File: src/rtl/cycle_irq_pkg.sv
package cycle_irq_pkg;

  // Strobes from control to datapath for one clock edge.
  typedef struct packed {
    logic clrCnt;   // force counter to zero
    logic incCnt;   // advance counter by one
  } cntStrobes_t;

endpackage

File: src/rtl/cycleIrqCount.sv
module cycleIrqCount
  import cycle_irq_pkg::*;
#(
  parameter int CNT_W = 30,
  parameter int SW_W  = 4
) (
  input  logic            clk,
  input  logic            rst,
  input  cntStrobes_t     strobes,
  input  logic [SW_W-1:0] dipSw,
  output logic [CNT_W-1:0] cntVal,
  output logic            inWindow
);

  localparam int CmpW = SW_W + 1;
  localparam int LowW = CNT_W - CmpW;

  logic [CNT_W-1:0] cntQ;
  logic [CmpW-1:0]  pattern;
  logic [CmpW-1:0]  bitHit;

  always_ff @(posedge clk) begin
    if (rst || strobes.clrCnt) begin
      cntQ <= '0;
    end else if (strobes.incCnt) begin
      cntQ <= cntQ + 1'b1;
    end
  end

  assign pattern = {1'b1, dipSw};

  // Per-bit equality over the upper compare field; low bits ignored.
  for (genvar gi = 0; gi < CmpW; gi++) begin : g_cmp
    assign bitHit[gi] = ~(cntQ[LowW + gi] ^ pattern[gi]);
  end

  assign inWindow = &bitHit;
  assign cntVal   = cntQ;

endmodule

File: src/rtl/cycleIrqCtrl.sv
module cycleIrqCtrl
  import cycle_irq_pkg::*;
(
  input  logic        clk,
  input  logic        rst,
  input  logic        cycleEn,
  input  logic        ctrlHold,
  input  logic        inWindow,
  output cntStrobes_t strobes,
  output logic        irqReq
);

  logic irqQ;
  logic setIrq;

  always_comb begin
    strobes.clrCnt = ctrlHold;
    strobes.incCnt = ~ctrlHold & cycleEn;
    setIrq         = ~ctrlHold & inWindow;
  end

  always_ff @(posedge clk) begin
    if (rst || ctrlHold) begin
      irqQ <= 1'b0;
    end else if (setIrq) begin
      irqQ <= 1'b1;
    end
  end

  assign irqReq = irqQ;

endmodule

File: src/rtl/cycleIrqTop.sv
module cycleIrqTop
  import cycle_irq_pkg::*;
#(
  parameter int CNT_W = 30,
  parameter int SW_W  = 4
) (
  input  logic            clk,
  input  logic            rst,
  input  logic            cycleEn,
  input  logic            ctrlHold,
  input  logic [SW_W-1:0] dipSw,
  output logic            irqReq
);

  cntStrobes_t      strobes;
  logic [CNT_W-1:0] cntVal;
  logic             inWindow;

  cycleIrqCtrl u_ctrl (
    .clk      (clk),
    .rst      (rst),
    .cycleEn  (cycleEn),
    .ctrlHold (ctrlHold),
    .inWindow (inWindow),
    .strobes  (strobes),
    .irqReq   (irqReq)
  );

  cycleIrqCount #(.CNT_W(CNT_W), .SW_W(SW_W)) u_count (
    .clk      (clk),
    .rst      (rst),
    .strobes  (strobes),
    .dipSw    (dipSw),
    .cntVal   (cntVal),
    .inWindow (inWindow)
  );

endmodule

File: config.mk
export PLATFORM = sky130hd
export DESIGN_NAME = cycleIrqTop
export DESIGN_NICKNAME = d
export VERILOG_FILES = /design/src/rtl/cycle_irq_pkg.sv /design/src/rtl/cycleIrqCount.sv /design/src/rtl/cycleIrqCtrl.sv /design/src/rtl/cycleIrqTop.sv
export SDC_FILE = /design/constraint.sdc
export NUM_CORES = 1
export LEC_CHECK = 0
export BUFFER_PORTS_ARGS = -buffer_cell sky130_fd_sc_hd__buf_2
export CAP_MARGIN = 20
export CORE_MARGIN = 2
export CORE_UTILIZATION = 38
export CTS_CLUSTER_SIZE = 40
export DETAILED_ROUTE_END_ITERATION = 10
export GPL_TIMING_DRIVEN = 0
export SYNTH_ARGS = -nofsm -noshare
export SYNTH_HDL_FRONTEND = slang
export SYNTH_SLANG_ARGS = --single-unit
File: constraint.sdc
create_clock -name clk -period 2.6 [get_ports clk]
set_input_delay 0.65 -clock clk [delete_from_list [all_inputs] [get_ports clk]]
set_output_delay 0.65 -clock clk [all_outputs]
set_load 0.01 [all_outputs]
==> metrics.txt <==
Fin. Hold Viols 0; Leak 0.4993 nW; Initial DRC Count 90; row cnt 22; CTS sink cnt 31; clock buffer depth 2; EDFF count, synth 0; largest net degree at the start of global routing 11; grt ovf 0; Worst Clk Skew between 0.005 and 0.006 ns; hold endpoint u_ctrl.irqReq; Hold/Removal Path Class flop to flop; Critical Path Sink Type flop; Worst R2R End u_count.cntVal[28]; sequential area share after synthesis 41.13%; first-pass GRT wire length 5.851 mm; r2r setup slk 0.34 ns; syn_area_per_cell between 8 and 9 sq um; top cell type's share of synthesized area 41.13%; hold wc startpoint u_ctrl.irqReq; routed vias 1374; hold depth 2; RSZ-0062 raised after global routing no; Storage cell area around 620 sq um; Async SR Flop Fraction 0%; max-cap viol count 0; cts bufs inserted 5; fin crit period roughly 2.3 ns; Worst Reg2Reg Path Length in Cells 7; hpwl dp 2.433 mm; nets 201; Yosys cell types 32; DRT antenna net count 0; critical-path maximum fanout 10; startpoint types flop; Core Area around 0.0037 sq mm; CP required 2.75 ns; max_slew headroom roughly two thirds; Place WS 0.1356 ns; Post-Syn Area 0.001509 sq mm; IO Port Bufs 7; Die Ht 67.02 um; Multi-input gate area 835.8 sq um; Final Worst Setup Slack 0.3446 ns; Synth area leader dfxtp_1; Synth Instances 178; Post-CTS Setup Repair Bufs 0; layout cells sized above 1 11.92%; CTS root buf clkbuf_8; worst vdd ir 0.2885 mV; Post-route DRC 0; Pins Over Slew Limit 0; H-tree Lvls 2; status complete, no violations; Fillers approximately 390; via/cell ratio 5.701; Chip Width ~67 um; initial antenna violation count 0; largest cells by area after synthesis dfxtp_1 41%, a21oi_1 6.6%, or4_1 6.0%, o31ai_1 5.0%, xnor2_1 4.1%; Final setup viols 0; RePlAce Congestion approximately 0.75; Cell Pwr Density ~540 mW/mm^2; commonest cells in the netlist 31 x dfxtp_1, 20 x a21oi_1, 13 x nand2_1; worst-margin pin slew 0.5071 ns; crit path kind flop to flop; TNS Setup 0 ns; number of global-route vias before repair 1279; Clock transition at path regs 0.06 ns; Final Routed Wirelength 3.398 mm; Ys Warns 0; WL/cell 14.10 um; post-CTS sizing 0; die area 0.004491 sq mm; Most used DFF post-synth dfxtp_1; Synth Net Count 187; Clock Latency Late Sink approximately 0.28 ns; CTS tree done; Area growth syn-to-layout 12.94%; Starting Density between 40% and 50%; cts hold-fix bufs 0; CP Data Arrival Time around 2.4 ns; Diodes inserted 0; register bit count reported by yosys 31; count leader, synth dfxtp_1; fmax 443.4 MHz; RR Startpoint u_count.cntVal[0]; GRT Total Usage approximately 18%; Final Cycle Share around 87%; I/O pins 9; First-pass DRT Iterations 4
==> cell usage in the layout, fill, tap and decap left out, types with 2 or more instances in the layout <==
cell      netlist  layout
buf_2           3      10
nand4_1         7       7
dfxtp_1        31      31
and3_1          2       2
xnor2_1         7       7
o21ai_0         8       8
and4_1          2       2
nand3_1         7       7
nor4_1          2       2
xor2_1          5       5
or4_1          12      12
inv_1           4       4
o31ai_1        10      10
nor2_1         11      11
nor3_1          5       5
clkbuf_1        4       5
clkbuf_8        0       7
a21oi_1        20      20
or3_1           9       9
nand2_1        13      13
and2_1          2       2
or2_2           3       3
==> layer usage <==
layer	GRT usage, %	routed length, um
met5	0	0
met2	29.08	1668
met4	9.694	74
met1	20.33	1543
met3	5.236	112
==> final cells by class <==
cell class	count	share of cell area (%)
buffer	8	2.203
clock buffer	8	5.874
inverter	4	0.8811
multi-input combinational	135	49.05
sequential	31	36.42
tap	48	3.524
timing repair buffer	7	2.056
==> logic make-up (layout without fill, tap and decap cells) <==
logic type | count (synthesis) | count (layout) | synth area share (%)
adder cells (fa/ha/maj) | 1 | 1 | 0.8291
flip-flops | 31 | 31 | 41.13
AO/OA/AOI/OAI | 41 | 41 | 15.84
multiplexers | 1 | 1 | 0.6634
XOR/XNOR | 12 | 12 | 6.965
AND/OR/NAND/NOR | 80 | 80 | 31.09
buffers and inverters | 12 | 27 | 3.482
==> metrics by stage <==
stage | hold WS (ns) | area (sq um) | util, % | power [mW] | instances
5_1_grt | 0.5207 | 1704 | 45.52 | 0.9591 | 241
2_1_floorplan | 0.4476 | 1509 | - | 0.5036 | 178
6_report | 0.4672 | 1704 | 45.52 | 0.9224 | 241
4_1_cts | 0.4724 | 1704 | 45.52 | 0.9355 | 241
3_3_place_gp | 0.4519 | 1604 | 42.85 | 0.5130 | 233
3_5_place_dp | 0.4576 | 1604 | 42.85 | 0.5142 | 233
==> sequential cells by signal, indices dropped and copies added, names as in the netlist <==
signal,count
u_count.cntVal,30
u_ctrl.irqReq,1
==> worst max-delay path by stage <==
stage,from,to,slack (ns),cells after the start
final,u_count.cntVal[0],u_count.cntVal[28],0.34,7
after global routing,u_count.cntVal[0],u_count.cntVal[28],0.21,7
after CTS,u_count.cntVal[0],u_count.cntVal[28],0.33,7
after detailed placement,ctrlHold,u_count.cntVal[28],0.14,7
after global placement,ctrlHold,u_count.cntVal[28],0.14,7
after floorplan,cycleEn,u_count.cntVal[28],0.36,7
==> worst max-delay path, stage by stage, from the launching register on <==
cell      delay (ns)
dfxtp_1         0.41
ha_1            0.24
nand4_4         0.15
or4_1           0.51
buf_2           0.18
buf_2           0.20
o311ai_0        0.32
o41ai_1         0.12
==> where the power goes <==
| part | internal (mW) | leakage, nW | switching, mW |
|---|---|---|---|
| sequential | 0.476 | 0.250 | 0.00141 |
| clock | 0.241 | 0.0515 | 0.177 |
| combinational | 0.0106 | 0.198 | 0.0158 |
| total | 0.728 | 0.499 | 0.194 |
No activity file was read; power rests on OpenSTA's default activity.
